## src/rtl/ddr_init_pkg.sv

```systemverilog
// Package: shared command encoding, sequencer states and series lengths.
// Assumes a six-bit one-hot control word whose bit positions are fixed
// by the memory controller that decodes it.
package ddr_init_pkg;
    localparam int CMD_W   = 6;
    localparam int OP_MRS  = 0;
    localparam int OP_EMRS = 1;
    localparam int OP_AREF = 2;
    localparam int OP_PREA = 3;
    localparam int OP_EMR2 = 4;
    localparam int OP_EMR3 = 5;

    localparam int DDR2_STEPS = 11;
    localparam int DDR1_STEPS = 5;
    localparam int MAX_STEPS  = (DDR2_STEPS > DDR1_STEPS) ? DDR2_STEPS : DDR1_STEPS;
    localparam int STEP_W     = $clog2(MAX_STEPS);

    typedef logic [CMD_W-1:0] cmd_t;

    typedef enum logic [1:0] {
        ST_IDLE,
        ST_ISSUE,
        ST_GAP,
        ST_DONE
    } seq_state_t;

    // Return a control word with only the given bit set.
    function automatic cmd_t op_bit(input int pos);
        op_bit = cmd_t'(1) << pos;
    endfunction
endpackage

```

## src/rtl/ddr_init_rom.sv

```systemverilog
// Step table: maps (series select, step index) to the command control word,
// the mode register value and a last-step flag. Purely combinational.
// Assumes step stays below the length of the selected series.
module ddr_init_rom
    import ddr_init_pkg::*;
#(
    parameter int MR_W          = 16,
    parameter int EMR2_VAL      = 'h000,
    parameter int EMR3_VAL      = 'h000,
    parameter int D2_EMR_INIT   = 'h000,
    parameter int D2_MR_DLLRST  = 'h100,
    parameter int D2_MR_NORMAL  = 'hA33,
    parameter int D2_EMR_OCDDEF = 'h382,
    parameter int D2_EMR_OCDEX  = 'h402,
    parameter int D1_MR_DLLRST  = 'h133,
    parameter int D1_EMR        = 'h002,
    parameter int D1_MR_NORMAL  = 'h033
) (
    input  logic              is_ddr2,
    input  logic [STEP_W-1:0] step,
    output cmd_t              ctrl,
    output logic [MR_W-1:0]   data,
    output logic              last
);
    // Decode the current step of the selected series.
    always_comb begin
        ctrl = '0;
        data = '0;
        last = 1'b0;
        if (is_ddr2) begin
            case (int'(step))
                0:  ctrl = op_bit(OP_PREA);
                1:  begin ctrl = op_bit(OP_EMR2); data = MR_W'(EMR2_VAL); end
                2:  begin ctrl = op_bit(OP_EMR3); data = MR_W'(EMR3_VAL); end
                3:  begin ctrl = op_bit(OP_EMRS); data = MR_W'(D2_EMR_INIT); end
                4:  begin ctrl = op_bit(OP_MRS);  data = MR_W'(D2_MR_DLLRST); end
                5:  ctrl = op_bit(OP_PREA);
                6:  ctrl = op_bit(OP_AREF);
                7:  ctrl = op_bit(OP_AREF);
                8:  begin ctrl = op_bit(OP_MRS);  data = MR_W'(D2_MR_NORMAL); end
                9:  begin ctrl = op_bit(OP_EMRS); data = MR_W'(D2_EMR_OCDDEF); end
                default: begin
                    ctrl = op_bit(OP_EMRS);
                    data = MR_W'(D2_EMR_OCDEX);
                    last = 1'b1;
                end
            endcase
        end else begin
            case (int'(step))
                0:  ctrl = op_bit(OP_PREA);
                1:  begin ctrl = op_bit(OP_MRS);  data = MR_W'(D1_MR_DLLRST); end
                2:  begin ctrl = op_bit(OP_EMRS); data = MR_W'(D1_EMR); end
                3:  ctrl = op_bit(OP_PREA);
                default: begin
                    ctrl = op_bit(OP_MRS);
                    data = MR_W'(D1_MR_NORMAL);
                    last = 1'b1;
                end
            endcase
        end
    end
endmodule

```

## src/rtl/ddr_init_gap.sv

```systemverilog
// Inter-command gap timer. A load starts a window of GAP_CYC cycles, and
// expire is high in the last cycle of that window.
// Assumes GAP_CYC >= 1 and that load is not raised while a window runs.
module ddr_init_gap #(
    parameter int GAP_CYC = 4
) (
    input  logic clk,
    input  logic rst_n,
    input  logic load,
    output logic expire
);
    localparam int CNT_W = $clog2(GAP_CYC + 1);

    logic [CNT_W-1:0] cnt;

    // Count the window down from GAP_CYC to zero.
    always_ff @(posedge clk) begin
        if (!rst_n) begin
            cnt <= '0;
        end else if (load) begin
            cnt <= CNT_W'(GAP_CYC);
        end else if (cnt != '0) begin
            cnt <= cnt - CNT_W'(1);
        end
    end

    assign expire = (cnt == CNT_W'(1));
endmodule

```

## src/rtl/ddr_init_fsm.sv

```systemverilog
// Sequencer control: captures the straps at start, walks the step index,
// drives the handshake and loads the end-of-series registers.
// Assumes the step table reports last on the final step of each series.
module ddr_init_fsm
    import ddr_init_pkg::*;
#(
    parameter int CFG_W      = 16,
    parameter int CFG2_VAL   = 'hA59,
    parameter int REF_W      = 16,
    parameter int REF_EN_BIT = 14,
    parameter int REF_CNT_W  = 10,
    parameter int REF_CNT_25 = 390,
    parameter int REF_CNT_40 = 624,
    parameter int TAP_W      = 8,
    parameter int TAP0_INIT  = 'h08,
    parameter int TAP1_INIT  = 'h09
) (
    input  logic              clk,
    input  logic              rst_n,
    input  logic              start,
    input  logic              strap_ddr2,
    input  logic              strap_ref40,
    input  logic              cmd_ready,
    input  logic              rom_last,
    input  logic              gap_expire,
    output logic              cmd_valid,
    output logic              gap_load,
    output logic              mode_ddr2,
    output logic [STEP_W-1:0] step,
    output logic [CFG_W-1:0]  ddr2_cfg,
    output logic [REF_W-1:0]  refresh_word,
    output logic [TAP_W-1:0]  dqs_tap0,
    output logic [TAP_W-1:0]  dqs_tap1,
    output logic              init_done
);
    localparam int CNT_MASK = (1 << REF_CNT_W) - 1;
    localparam logic [REF_W-1:0] REF_WORD_25 =
        REF_W'((1 << REF_EN_BIT) | (REF_CNT_25 & CNT_MASK));
    localparam logic [REF_W-1:0] REF_WORD_40 =
        REF_W'((1 << REF_EN_BIT) | (REF_CNT_40 & CNT_MASK));

    seq_state_t state;
    logic       ref40_q;
    logic       accept;

    assign accept   = (state == ST_ISSUE) && cmd_ready;
    assign gap_load = accept && !rom_last;

    // Main sequencer: idle, offer, gap, done.
    always_ff @(posedge clk) begin
        if (!rst_n) begin
            state        <= ST_IDLE;
            cmd_valid    <= 1'b0;
            mode_ddr2    <= 1'b0;
            ref40_q      <= 1'b0;
            step         <= '0;
            ddr2_cfg     <= '0;
            refresh_word <= '0;
            dqs_tap0     <= '0;
            dqs_tap1     <= '0;
            init_done    <= 1'b0;
        end else begin
            case (state)
                ST_IDLE: begin
                    if (start) begin
                        mode_ddr2 <= strap_ddr2;
                        ref40_q   <= strap_ref40;
                        ddr2_cfg  <= strap_ddr2 ? CFG_W'(CFG2_VAL) : '0;
                        step      <= '0;
                        cmd_valid <= 1'b1;
                        state     <= ST_ISSUE;
                    end
                end
                ST_ISSUE: begin
                    if (cmd_ready) begin
                        cmd_valid <= 1'b0;
                        if (rom_last) begin
                            refresh_word <= ref40_q ? REF_WORD_40 : REF_WORD_25;
                            dqs_tap0     <= TAP_W'(TAP0_INIT);
                            dqs_tap1     <= TAP_W'(TAP1_INIT);
                            init_done    <= 1'b1;
                            state        <= ST_DONE;
                        end else begin
                            step  <= step + STEP_W'(1);
                            state <= ST_GAP;
                        end
                    end
                end
                ST_GAP: begin
                    if (gap_expire) begin
                        cmd_valid <= 1'b1;
                        state     <= ST_ISSUE;
                    end
                end
                default: state <= ST_DONE;
            endcase
        end
    end
endmodule

```

## src/rtl/ddr_init_seq.sv

```systemverilog
// Top level of the DDR initialization sequencer: joins the control FSM,
// the step table and the gap timer, and gates the command outputs with valid.
// Assumes GAP_CYC >= 1 and mode values that fit in MR_W bits.
module ddr_init_seq
    import ddr_init_pkg::*;
#(
    parameter int GAP_CYC       = 4,
    parameter int MR_W          = 16,
    parameter int EMR2_VAL      = 'h000,
    parameter int EMR3_VAL      = 'h000,
    parameter int D2_EMR_INIT   = 'h000,
    parameter int D2_MR_DLLRST  = 'h100,
    parameter int D2_MR_NORMAL  = 'hA33,
    parameter int D2_EMR_OCDDEF = 'h382,
    parameter int D2_EMR_OCDEX  = 'h402,
    parameter int D1_MR_DLLRST  = 'h133,
    parameter int D1_EMR        = 'h002,
    parameter int D1_MR_NORMAL  = 'h033,
    parameter int CFG_W         = 16,
    parameter int D2_WLAT       = 2,
    parameter int D2_ODT_EN     = 1,
    parameter int D2_TFAW       = 22,
    parameter int REF_W         = 16,
    parameter int REF_EN_BIT    = 14,
    parameter int REF_CNT_W     = 10,
    parameter int REF_CNT_25    = 390,
    parameter int REF_CNT_40    = 624,
    parameter int TAP_W         = 8,
    parameter int TAP0_INIT     = 'h08,
    parameter int TAP1_INIT     = 'h09
) (
    input  logic             clk,
    input  logic             rst_n,
    input  logic             start,
    input  logic             strap_ddr2,
    input  logic             strap_ref40,
    output logic             cmd_valid,
    input  logic             cmd_ready,
    output logic [CMD_W-1:0] cmd_ctrl,
    output logic [MR_W-1:0]  cmd_data,
    output logic [CFG_W-1:0] ddr2_cfg,
    output logic [REF_W-1:0] refresh_word,
    output logic [TAP_W-1:0] dqs_tap0,
    output logic [TAP_W-1:0] dqs_tap1,
    output logic             init_done
);
    // DDR2 configuration word: latency 13:10, ODT 9, tFAW 7:2, enable 0.
    localparam int CFG2_VAL = ((D2_WLAT & 'hF) << 10) | ((D2_ODT_EN & 1) << 9) |
                              ((D2_TFAW & 'h3F) << 2) | 1;

    logic              mode_ddr2;
    logic [STEP_W-1:0] step;
    cmd_t              rom_ctrl;
    logic [MR_W-1:0]   rom_data;
    logic              rom_last;
    logic              gap_load;
    logic              gap_expire;

    ddr_init_fsm #(
        .CFG_W(CFG_W), .CFG2_VAL(CFG2_VAL), .REF_W(REF_W),
        .REF_EN_BIT(REF_EN_BIT), .REF_CNT_W(REF_CNT_W),
        .REF_CNT_25(REF_CNT_25), .REF_CNT_40(REF_CNT_40),
        .TAP_W(TAP_W), .TAP0_INIT(TAP0_INIT), .TAP1_INIT(TAP1_INIT)
    ) u_fsm (
        .clk(clk), .rst_n(rst_n), .start(start),
        .strap_ddr2(strap_ddr2), .strap_ref40(strap_ref40),
        .cmd_ready(cmd_ready), .rom_last(rom_last), .gap_expire(gap_expire),
        .cmd_valid(cmd_valid), .gap_load(gap_load), .mode_ddr2(mode_ddr2),
        .step(step), .ddr2_cfg(ddr2_cfg), .refresh_word(refresh_word),
        .dqs_tap0(dqs_tap0), .dqs_tap1(dqs_tap1), .init_done(init_done)
    );

    ddr_init_rom #(
        .MR_W(MR_W), .EMR2_VAL(EMR2_VAL), .EMR3_VAL(EMR3_VAL),
        .D2_EMR_INIT(D2_EMR_INIT), .D2_MR_DLLRST(D2_MR_DLLRST),
        .D2_MR_NORMAL(D2_MR_NORMAL), .D2_EMR_OCDDEF(D2_EMR_OCDDEF),
        .D2_EMR_OCDEX(D2_EMR_OCDEX), .D1_MR_DLLRST(D1_MR_DLLRST),
        .D1_EMR(D1_EMR), .D1_MR_NORMAL(D1_MR_NORMAL)
    ) u_rom (
        .is_ddr2(mode_ddr2), .step(step),
        .ctrl(rom_ctrl), .data(rom_data), .last(rom_last)
    );

    ddr_init_gap #(
        .GAP_CYC(GAP_CYC)
    ) u_gap (
        .clk(clk), .rst_n(rst_n), .load(gap_load), .expire(gap_expire)
    );

    // Drive the command fields only while a command is offered.
    always_comb begin
        cmd_ctrl = cmd_valid ? rom_ctrl : '0;
        cmd_data = cmd_valid ? rom_data : '0;
    end
endmodule

```

## config.mk

```make
export PLATFORM = sky130hd
export DESIGN_NAME = ddr_init_seq
export DESIGN_NICKNAME = d
export VERILOG_FILES = /design/src/rtl/ddr_init_pkg.sv /design/src/rtl/ddr_init_rom.sv /design/src/rtl/ddr_init_gap.sv /design/src/rtl/ddr_init_fsm.sv /design/src/rtl/ddr_init_seq.sv
export SDC_FILE = /design/constraint.sdc
export NUM_CORES = 1
export LEC_CHECK = 0
export ABC_AREA = 0
export BUFFER_PORTS_ARGS = -buffer_cell sky130_fd_sc_hd__buf_2
export CAP_MARGIN = 40
export CELL_PAD_IN_SITES_DETAIL_PLACEMENT = 1
export CELL_PAD_IN_SITES_GLOBAL_PLACEMENT = 1
export CORE_MARGIN = 2
export CORE_UTILIZATION = 29
export DETAILED_ROUTE_END_ITERATION = 7
export HOLD_SLACK_MARGIN = 0.03
export PLACE_DENSITY = 0.87
export SLEW_MARGIN = 20
export SYNTH_ARGS = -nofsm -noshare
export SYNTH_HDL_FRONTEND = slang
export SYNTH_HIERARCHICAL = 1
export SYNTH_SLANG_ARGS = --single-unit
```

## constraint.sdc

```tcl
create_clock -name clk -period 1.66 [get_ports clk]
set_clock_uncertainty 0.05 [all_clocks]
set_input_delay 0.249 -clock clk [delete_from_list [all_inputs] [get_ports clk]]
set_output_delay 0.249 -clock clk [all_outputs]
set_load 0.05 [all_outputs]
```

# Yosys cells after proc, flatten, opt, wreduce, memory -nomap -nowiden
# Cells that the tools add are included.
# op_classes
addsub	2
n_eq_ne	16
muxes	28
bitwise_logic	1
reduce_logical	22
# op_table
cell	count
12-bit one-hot mux with 4 select lines	1
16-bit two-way mux	2
6-bit one-hot mux with 5 select lines	1
9-bit one-hot mux with 3 select lines	1
4-bit by 3-bit equality test with 1-bit output (second input constant)	4
4-bit one-hot mux with 2 select lines	2
12-bit two-way mux	1
4-bit two-way mux	3
6-bit two-way mux	2
10-bit two-way mux	1
10-bit OR reduction	1
2-bit OR reduction	5
4-bit by 2-bit equality test with 1-bit output (second input constant)	2
4-bit equality test (second input constant)	2
2-bit != test (second input constant)	4
4-bit AND reduction	2
1-bit two-way mux	7
7-bit OR reduction	1
2-bit two-way mux	3
3-bit two-way mux	2
2-bit one-hot mux with 3 select lines	1
3-bit AND reduction	2
3-bit nonzero test	2
4-bit by 1-bit adder with 4-bit output (second input constant)	1
other kinds (14)	16
# totals
reg_bits	46
out_inout_bits	72

# Longest topological paths before layout
# Gate-level depths: netlist of the first run.
# depth
word_depth	7
ltp_mapped	8

# Hierarchy
# Netlist of the first run, hierarchy kept.
# modules_own_cells
module	n_inst	cells_per_inst	area_each_um2	seq_area_each_um2
ddr_init_fsm	1	102	898.4	240.2
ddr_init_rom	1	55	351.6	0.0
ddr_init_gap	1	19	183.9	60.1
ddr_init_seq	1	24	180.2	0.0

# Worst setup path before layout of the first run
# No wires, ideal clock.
# synth_path
path_kind	register to register
start	register u_fsm/ddr2_cfg[9] (netlist name)
end	register u_fsm.step[3]
t_arrival_ps	1684
t_required_ps	1522
setup_slack_ps	-163
stages_incl_launch_ff	9
n_path_buf	2
synth_period_minus_slack_ps	1823
cell_sequence	dfxtp_1 buf_2 inv_1 a21oi_1 a21oi_1 and4bb_1 buf_6 a41oi_1 a311oi_2
# synth_lines
item	line	source
end signal, assigned	ddr_init_fsm.sv:84	step <= step + STEP_W'(1);
end, declared	ddr_init_fsm.sv:29	output logic [STEP_W-1:0] step,

# Final worst setup path of the first run
# layout_path
start	register u_fsm.step[1]
end	output cmd_ctrl[0]
# layout_via
elab_chain_len	5
elab_cells_between_ends	17
# layout_lines
item	line	source
4-bit by 3-bit equality test with 1-bit output (tied with other cells)	ddr_init_rom.sv:31	case (int'(step))
2-bit OR reduction (no line)	--	
6-bit one-hot mux with 5 select lines or 4-bit one-hot mux with 2 select lines (tied branches)	ddr_init_rom.sv:31, ddr_init_rom.sv:49	
6-bit two-way mux (*)	ddr_init_rom.sv:30	if (is_ddr2) begin
via rom_ctrl[0]	ddr_init_seq.sv:53	cmd_t rom_ctrl;
6-bit two-way mux (*)	ddr_init_seq.sv:92	cmd_ctrl = cmd_valid ? rom_ctrl : '0;
end, declared	ddr_init_seq.sv:39	output logic [CMD_W-1:0] cmd_ctrl,
# The timed path passes the listed nets; every way through them passes the cells marked *.

==> run metrics, run 1 <==
n_diodes 0; first-pass GRT wire length 6.099 mm; Initial Util between 20 and 30%; Final Slew Violations 0; post-synthesis adder-cell area fraction 3.101%; Seq/Total Area, Yosys 18.60%; post-DR wirelength/cell 12.81 microns; Crit. End Element primary output; crit start category flop; Area Growth Syn to Fin 27.36%; clk_lat worst skew 0.25 ns; max cap viols 0; IO buf count 40; Arr. time, crit path around 1.5 ns; pwr dens 762.4 mW/mm^2; Post-synth EDFFs 0; via count 1329; post-synthesis xor/xnor area fraction 1.085%; die area 0.006179 sq mm; clock root buffer clkbuf_8; f_max 564.2 MHz; layout cells sized above 1 49.17%; status complete, but fails checks; CP Class flop to primary output; Mean Syn Cell Area 8.070 sq um; I/O pin count 78; Via density 4.260; clk sink count 15; Final Hold Fails 0; Final min period 1.772 ns; area leader, netlist buf_4; Worst Path Required 1.36 ns; multiplexer share of the synthesized area between 1.5 and 2%; nets@finish 251; Std-Cell Rows 27; Hold Path Class input port to flop; number of synthesized register bits 15; post-route setup slack -0.1124 ns; CTS tree done; gr usage total 12.32%; vias in the first global route 1284; P_leak 0.0009913 uW; DRC viols 0; Clock Tree Buf Depth 2; Syn. warnings 6; HPWL after DPL 2.555 mm; Simple-Gate Fraction of Synth Area between 20 and 30%; fill count 668; Worst-path clk slew ~0.070 ns; core area approximately 0.0054 sq mm; Horiz. Die Dim 78.61 microns; dpl cells 294; initial antenna violation count 0; synthesized cell area 0.001614 sq mm; largest family of logic cells by synthesized area buffers and inverters; Routed WL 3.997 mm; RePlAce Congestion 0.8049; Layout Utilization 37.80%; compound-gate portion of the synthesized area 13.95%; synth unique cells 46; ANT nets after route 0; Mapped Cells 200; VDD IR max 0.2372 mV; CTS Buf Count 3; Final Cycle Share 106.8%; post-synthesis async set-or-reset flop share 0%; initial drt markers 17; final setup vio count 11; drt first pass iters 4; violated checks negative setup slack; GRT overflow 0; H-Tree Depth 1; largest net degree at the start of global routing 22; Die Ht 78.61 microns; top post-synthesis cells by area buf_4 27%, dfxtp_1 19%, and2_2 7.4%; worst slack, placed -0.02394 ns; fin cells roughly 310; Synth top area share 26.51%; critical path peak fanout 5; most common flop cell mapped by yosys dfxtp_1; RSZ-0062 raised after global routing true
Yosys cell counts, types with 2 or more instances:
cell type / count
nand3_1: 2
buf_6: 5
and2_2: 16
and2_1: 6
nand2b_4: 2
nand2_1: 8
and4bb_1: 2
conb_1: 2
a21oi_1: 12
a311oi_2: 2
buf_2: 3
nand2b_1: 2
nand4b_1: 2
mux2i_1: 3
o21ai_0: 3
inv_1: 9
o21ai_1: 3
dfxtp_1: 15
nor3_1: 4
nand3b_1: 3
and2b_2: 2
buf_4: 57
ha_1: 4
nor2_1: 11
worst max-delay path, stage by stage (launching register included):
cell and delay (ns):
dfxtp_4 0.37, and2b_4 0.20, o32a_1 0.33, and2_4 0.16, buf_8 0.14
path summary, 6_finish.rpt:
kind,from,depth (start not counted),endpoint,slack (ns)
setup / recovery,u_fsm/step[1]$_SDFFE_PN0P_,4,cmd_ctrl[0],-0.11
hold / removal,strap_ddr2,3,u_fsm/ddr2_cfg[9]$_SDFFE_PN0P_,0.18
hold reg to reg,u_fsm/refresh_word[8]$_SDFFE_PN0P_,2,u_fsm/refresh_word[8]$_SDFFE_PN0P_,0.44
setup reg to reg,u_fsm/step[1]$_SDFFE_PN0P_,7,u_fsm/step[2]$_SDFFE_PN0P_,-0.03
final cells by class:
class	instances	area, sq um	share of cell area, %
Multi-Input combinational cell	145	994.7	48.39
Timing Repair Buffer	67	571.8	27.81
Sequential cell	15	320.3	15.58
Tap cell	72	90.09	4.382
Clock buffer	4	45.04	2.191
Inverter	9	33.78	1.643
repair_timing:
| action | 4_1_cts | 5_1_grt |
|---|---|---|
| pin swaps | 13 | 8 |
| hold buffers | 0 | 0 |
| gates resized for setup | 66 | 20 |
| setup endpoints to repair | 18 | 21 |
| setup buffers | 11 | 3 |
logic make-up after synthesis:
family	Yosys count
other cells	2
simple gates	68
buf+inv	75
fa+ha+maj	4
mux	3
flops	15
xor+xnor	2
compound gates	31
flip-flops by register name, summed over array words and instances, names as in the netlist:
name and cells:
u_fsm/cmd_valid 1, u_fsm/ddr2_cfg 1, u_fsm/ref40_q 1, u_fsm/refresh_word 3, u_fsm/state 2, u_fsm/step 4, u_gap/cnt 3
report_power, final:
group          internal [uW]  total [uW]  switching [uW]  leakage, uW
registers                404         471            67.3     0.000127
clock network            170         305             135    0.0000228
logic                    266         791             525     0.000842
per-layer routing:
| layer | wire length, microns | vias up | track usage [%] | part of all wire, % |
|---|---|---|---|---|
| met3 | 203 | 7 | 1.839 | 5.1 |
| met4 | 61 | 0 | 5.263 | 1.5 |
| li1 | - | 646 | - | - |
| met2 | 2266 | 54 | 25.04 | 57 |
| met5 | 0 | - | 0 | 0 |
| met1 | 1465 | 622 | 12.04 | 37 |
layout by cell type, fill, tap and decap left out, types with 9 or more instances in the layout:
cell type | Yosys | layout
conb_1 | 2 | 37
buf_4 | 57 | 18
dfxtp_1 | 15 | 9
a21oi_1 | 12 | 9
and2_2 | 16 | 9
buf_8 | 0 | 11
nor2_1 | 11 | 10
buf_2 | 3 | 25
buf_6 | 5 | 13
stage by stage:
step	cell area (sq um)	hold WS, ns	power, uW	setup TNS, ns
4_1_cts	1971	0.1805	1561	-0.3883
3_3_place_gp	1650	0.4287	1171	0
2_1_floorplan	1774	0.3409	1194	0
5_1_grt	2056	0.1895	1661	-2.159
3_5_place_dp	1650	0.4399	1200	-0.03271
6_report	2056	0.1769	1567	-0.7637
(Power assumes the default switching activity.)
==> run 2, diff against run 1 <==
--- a/config.mk
+++ b/config.mk
@@ -11,10 +11,11 @@
 export CELL_PAD_IN_SITES_DETAIL_PLACEMENT = 1
 export CELL_PAD_IN_SITES_GLOBAL_PLACEMENT = 1
 export CORE_MARGIN = 2
-export CORE_UTILIZATION = 29
+export CORE_UTILIZATION = 30
+export CTS_BUF_LIST = sky130_fd_sc_hd__clkbuf_4 sky130_fd_sc_hd__clkbuf_8
 export DETAILED_ROUTE_END_ITERATION = 7
 export HOLD_SLACK_MARGIN = 0.03
-export PLACE_DENSITY = 0.87
+export PLACE_DENSITY = 0.89
 export SLEW_MARGIN = 20
 export SYNTH_ARGS = -nofsm -noshare
 export SYNTH_HDL_FRONTEND = slang
==> run 2 against run 1 <==
Effect of this change:
- the flow still finishes with violations (negative setup slack)
- sequential power hardly changed
- clock power is 2% higher
- final cell count is 1.3% lower
- global-route usage is 0.16 points higher
- via count is 0.30% higher
- die area is 3.2% lower
- wire length is 1.6% higher
- critical endpoint unchanged
==> run metrics, run 2 (synthesis results as in run 1) <==
RePlAce Congestion 0.8096 (+0.58%); vias in the first global route 1272 (-0.93%); Die Ht 77.35 microns (-1.6%); crit-path max cell delay 0.40 ns (+0.03 ns); dpl cells 290 (-1.4%); initial antenna violation count 0 (unchanged); post-DR wirelength/cell 13.18 microns (+2.9%); clock root buffer clkbuf_8; fin cells 308 (-1.3%); Horiz. Die Dim 77.35 microns (-1.6%); initial drt markers 34 (+17); overall power consumption 1558 uW (-0.61%); HPWL after DPL 2.608 mm (+2.1%); cells along the critical path and2b_4 > o32a_1 > and2_4 > buf_6; drt first pass iters 4 (unchanged); Worst-path clk slew 0.07 ns (about the same); violated checks negative setup slack; hold_buf cts 0 (unchanged); clk_lat worst skew 0.26 ns (about the same); RSZ-0062 raised after global routing true; Initial Util 31.40% (+1.7 points); max FFs per register 4 (unchanged); Area Growth Syn to Fin 27.29% (about the same); CP Class flop to primary output; Routed WL 4.060 mm (+1.6%); Via density 4.328 (+1.6%); Crit path max-delay family flip-flops; clk sink count 15 (unchanged); nets@finish 249 (-0.80%); DRC viols 0 (unchanged); Final Cycle Share 106.9% (+0.15 points); area occupied by multi-input gates 0.001017 sq mm (+2.3%); n_diodes 0 (unchanged); IO buf count 40 (unchanged); critical path peak fanout 6 (+1); core area 0.005140 sq mm (-5.5%); first-pass GRT wire length 6.127 mm (+0.46%); post-route setup slack -0.1149 ns (-0.002570 ns); via count 1333 (+0.30%); Regs by FF count u_fsm/step: 4 flops, u_fsm/refresh_word: 3 flops, u_gap/cnt: 3 flops; Min Hold Slack 0.1778 ns (+0.0008830 ns); Final Hold Fails 0 (unchanged); Crit. End Element primary output; Final min period 1.775 ns (+0.002570 ns); final setup vio count 11 (unchanged); status complete, but fails checks; WP buf/inv 1 (unchanged); CTS Buf Count 3 (unchanged); GRT overflow 0 (unchanged); layout cells sized above 1 50.42% (+1.3 points); Clock Tree Buf Depth 2 (unchanged); gr usage total 12.48% (+0.16 points); crit start category flop; DP Area 0.001633 sq mm (-1.1%); Std-Cell Rows 26 (-3.7%); Finished Cell Area 0.002054 sq mm (about the same); Max stage delay cell, worst path dfxtp_4; H-Tree Depth 1 (unchanged); I/O pin count 78 (unchanged); f_max 563.4 MHz (-0.14%); P_leak 0.0009887 uW (-0.26%); commonest non-fill, non-tap cell in the layout conb_1; Final Slew Violations 0 (unchanged); max cap viols 0 (unchanged); Hold Path Class input port to flop; largest net degree at the start of global routing 26 (+18%); R2R Setup Slk 0.03 ns (+0.06 ns); register area 320.3 sq um (unchanged); VDD IR max 0.3370 mV (+42%); pwr dens 758.2 mW/mm^2 (-0.55%); most frequent cells in the layout 37 x conb_1, 26 x buf_2, 18 x buf_4; die area 0.005983 sq mm (-3.2%); Worst Path Required 1.36 ns (about the same); fill count 643 (-3.7%); Reg with most FFs u_fsm/step; CTS tree done; Arr. time, crit path 1.48 ns (about the same); ANT nets after route 0 (unchanged)
-- run 2: final timing paths --
path | cells after the start | from | endpoint
setup reg to reg | 6 | u_fsm/step[1]$_SDFFE_PN0P_ | u_fsm/step[3]$_SDFFE_PN0P_
hold / removal | 3 | strap_ref40 | u_fsm/ref40_q$_SDFFE_PN0P_
hold reg to reg | 2 | u_fsm/refresh_word[14]$_SDFFE_PN0P_ | u_fsm/refresh_word[14]$_SDFFE_PN0P_
setup / recovery | 4 | u_fsm/step[1]$_SDFFE_PN0P_ | cmd_ctrl[0]
-- run 2: final cells by class --
| cell class | instances | share of cell area [%] |
|---|---|---|
| inverter | 9 | 1.644 |
| tap | 70 | 4.263 |
| multi-input combinational | 145 | 49.51 |
| clock buffer | 3 | 2.010 |
| sequential | 15 | 15.59 |
| clock inverter | 1 | 0.2436 |
| timing repair buffer | 65 | 26.74 |
-- run 2: metrics by stage --
stage | setup TNS (ns) | setup slack [ns] | utilization (%)
3_5_place_dp | -0.03516 | -0.02425 | 31.77
5_1_grt | -1.749 | -0.1733 | 39.97
2_1_floorplan | 0 | 0.009389 | -
4_1_cts | -0.6638 | -0.09571 | 36.76
6_report | -0.8935 | -0.1149 | 39.97
3_3_place_gp | 0 | 0.04434 | 31.77
-- run 2: power breakdown --
part	internal, uW	leakage [uW]	total [uW]	switching [uW]
Combinational	259	0.000836	776	518
Sequential	404	0.000127	471	66.6
Clock	167	0.0000255	311	144
Total	830	0.000989	1560	728
-- run 2: per-layer routing --
metal / share of wire [%] / global-route usage, %
met5: 0 / 0
met4: 0.79 / 3.393
met3: 4.8 / 1.860
met2: 58 / 25.13
met1: 36 / 13.22
-- run 2: worst register-to-register path, cell delays in order, from the launching register on --
cell and delay [ns]:
dfxtp_4 0.38, buf_4 0.17, nor2_4 0.13, a21oi_2 0.08, and4bb_4 0.39, a41oi_2 0.14
a311oi_2 0.21
-- run 2: timing repair --
| item | CTS | global route |
|---|---|---|
| endpoints found under the setup margin | 16 | 18 |
| gates cloned | 1 | 1 |
| buffers inserted | 5 | 7 |
| resized for setup | 56 | 24 |
| pin swaps | 6 | 9 |
==> run 3, diff against run 2 <==
--- a/config.mk
+++ b/config.mk
@@ -16,6 +16,7 @@
 export DETAILED_ROUTE_END_ITERATION = 7
 export HOLD_SLACK_MARGIN = 0.03
 export PLACE_DENSITY = 0.89
+export SETUP_SLACK_MARGIN = 0.2
 export SLEW_MARGIN = 20
 export SYNTH_ARGS = -nofsm -noshare
 export SYNTH_HDL_FRONTEND = slang
==> run 3 against run 2 <==
Effect of this change:
- the run still ends with negative setup slack left
- clock-buffer cell count unchanged
- combinational power up 9.4%
- clock power down 6%
- utilization up 3.6 points
- via count up 4.2%
- register-to-register slack worse by 0.06 ns
- global-route usage down 0.74 points
- sequential power up 1%
- setup slack worse by 0.028 ns
- cell area up 8.9%
- die area unchanged
- critical path type unchanged
- largest cell class unchanged
==> run metrics, run 3 (synthesis results as in run 1) <==
layout cells sized above 1 54.40% (+4.0 points); Worst Path Required 1.36 ns (about the same); largest net degree at the start of global routing 26 (unchanged); critical path capture point cmd_ctrl[1]; initial antenna violation count 0 (unchanged); Crit. End Element primary output; Routed WL 4.084 mm (+0.59%); gr usage total 11.74% (-0.74 points); max cap viols 0 (unchanged); CTS tree done; final setup vio count 13 (+2); nets@finish 261 (+4.8%); Area Growth Syn to Fin 38.60%; FF-to-FF Start u_fsm/step[2]$_SDFFE_PN0P_; Horiz. Die Dim 77.35 microns (unchanged); RePlAce Congestion 0.8578 (+6.0%); max FFs per register 4 (unchanged); H-Tree Depth 1 (unchanged); Max stage delay cell, worst path dfxtp_4; commonest non-fill, non-tap cell in the layout conb_1; n_diodes 0 (unchanged); RSZ-0062 raised after global routing true; initial drt markers 7 (-79%); GRT overflow 0 (unchanged); Layout Utilization 43.52% (+3.6 points); end of the worst register-to-register path u_fsm/step[3]$_SDFFE_PN0P_; Std-Cell Rows 26 (unchanged); dpl cells 290 (unchanged); Final min period 1.803 ns (+0.02769 ns); P_leak 0.001056 uW (+6.8%); status complete, but fails checks; IO buf count 40 (unchanged); vias in the first global route 1260 (-0.94%); Via density 4.341 (+0.29%); Reg with most FFs u_fsm/step; core area 0.005140 sq mm (unchanged); critical path peak fanout 6 (unchanged); clk_lat worst skew 0.25 ns (about the same); via count 1389 (+4.2%); f_max 554.7 MHz (-1.5%); fin cells 320 (+3.9%); Crit path max-delay family buffers and inverters; Worst-path clk slew 0.06 ns (about the same); most frequent cells in the layout 37 x conb_1, 25 x buf_4, 19 x buf_2; DRC viols 0 (unchanged); Crit. path cell count 6 (+2); crit-path max cell delay 0.37 ns (-0.03 ns); pwr dens 723.6 mW/mm^2 (-4.6%); VDD IR max 0.4382 mV (+30%); clk sink count 15 (unchanged); Arr. time, crit path 1.50 ns (+0.02 ns); clock root buffer clkbuf_8; HPWL after DPL 2.474 mm (-5.1%); CTS Buf Count 3 (unchanged); crit start category flop; Final Hold Fails 0 (unchanged); Crit. Startpoint u_fsm/step[2]$_SDFFE_PN0P_; Hold Path Class input port to flop; I/O pin count 78 (unchanged); Final Slew Violations 0 (unchanged); fill count 627 (-2.5%); cells along the critical path buf_6 > buf_6 > o311ai_4 > o21ai_2 > and2_4 > buf_8; Initial Util 31.40% (unchanged); FF-to-FF path depth 7 (+1); ANT nets after route 0 (unchanged); first-pass GRT wire length 5.816 mm (-5.1%); Final Cycle Share 108.6% (+1.7 points); post-DR wirelength/cell 12.76 microns (-3.2%); Die Ht 77.35 microns (unchanged); R2R Setup Slk -0.03 ns (-0.06 ns); CP dominant cell by count buf_6; CP Class flop to primary output; Regs by FF count u_fsm/step: 4 flops, u_fsm/refresh_word: 3 flops, u_gap/cnt: 3 flops; WP buf/inv 3 (+2); violated checks negative setup slack; Clock Tree Buf Depth 2 (unchanged); drt first pass iters 4 (unchanged); post-route setup slack -0.1426 ns (-0.02769 ns); die area 0.005983 sq mm (unchanged)
==> run 3: how the worst min path moves through the flow <==
stage / from / to / depth (start not counted)
6_report: strap_ref40 / u_fsm/ref40_q$_SDFFE_PN0P_ / 3
5_1_grt: strap_ref40 / u_fsm/ref40_q$_SDFFE_PN0P_ / 3
4_1_cts: strap_ref40 / u_fsm/ref40_q$_SDFFE_PN0P_ / 3
3_5_place_dp: u_fsm/refresh_word[14]$_SDFFE_PN0P_ / u_fsm/refresh_word[14]$_SDFFE_PN0P_ / 2
3_3_place_gp: u_fsm/refresh_word[14]$_SDFFE_PN0P_ / u_fsm/refresh_word[14]$_SDFFE_PN0P_ / 2
2_1_floorplan: rst_n / u_fsm/cmd_valid$_SDFFE_PN0P_ / 1
==> run 3: area by class of cell <==
class	count	area, sq um	area share (%)
Multi-Input combinational cell	145	1057	47.26
Timing Repair Buffer	77	689.4	30.82
Sequential cell	15	322.8	14.43
Tap cell	70	87.58	3.915
Clock buffer	3	41.29	1.846
Inverter	9	33.78	1.510
Clock inverter	1	5.005	0.2237
==> run 3: layer usage <==
| layer | track usage, % | wire (microns) | share of wire [%] |
|---|---|---|---|
| met5 | 0 | 0 | 0 |
| met4 | 2.679 | 14 | 0.34 |
| met3 | 1.628 | 203 | 5.0 |
| met2 | 24.00 | 2457 | 60 |
| met1 | 12.44 | 1409 | 35 |
==> run 3: what timing repair did <==
item / CTS / global route
hold buffers: 0 / 0
endpoints found under the setup margin: 24 / 32
pin swaps: 17 / 11
buffers inserted: 14 / 12
resized for setup: 79 / 20
==> run 3: where the power goes <==
group | leakage (uW) | total, uW | internal (uW) | switching (uW)
clock | 0.0000255 | 293 | 166 | 127
sequential | 0.000127 | 477 | 405 | 72.6
combinational | 0.000903 | 849 | 299 | 549
total | 0.00106 | 1620 | 870 | 749
==> run 3: metrics by stage <==
step | setup TNS (ns) | setup WS (ns) | hold WS [ns] | instance area, sq um | power (uW)
after floorplan | 0 | 0.06521 | 0.3334 | 1790 | 1201
after global routing | -2.539 | -0.2046 | 0.1940 | 2237 | 1713
after CTS | -0.5850 | -0.08853 | 0.1855 | 2066 | 1556
after detailed placement | -0.02854 | -0.02854 | 0.4416 | 1645 | 1188
after global placement | 0 | 0.03590 | 0.4283 | 1645 | 1166
final | -1.167 | -0.1426 | 0.1863 | 2237 | 1619
==> run 3: worst min-delay path: cells and delay by family <==
kind	cells	cell delay [ns]
muxes	1	0.05
buffers and inverters	1	0.07
and+or+nand+nor	1	0.07
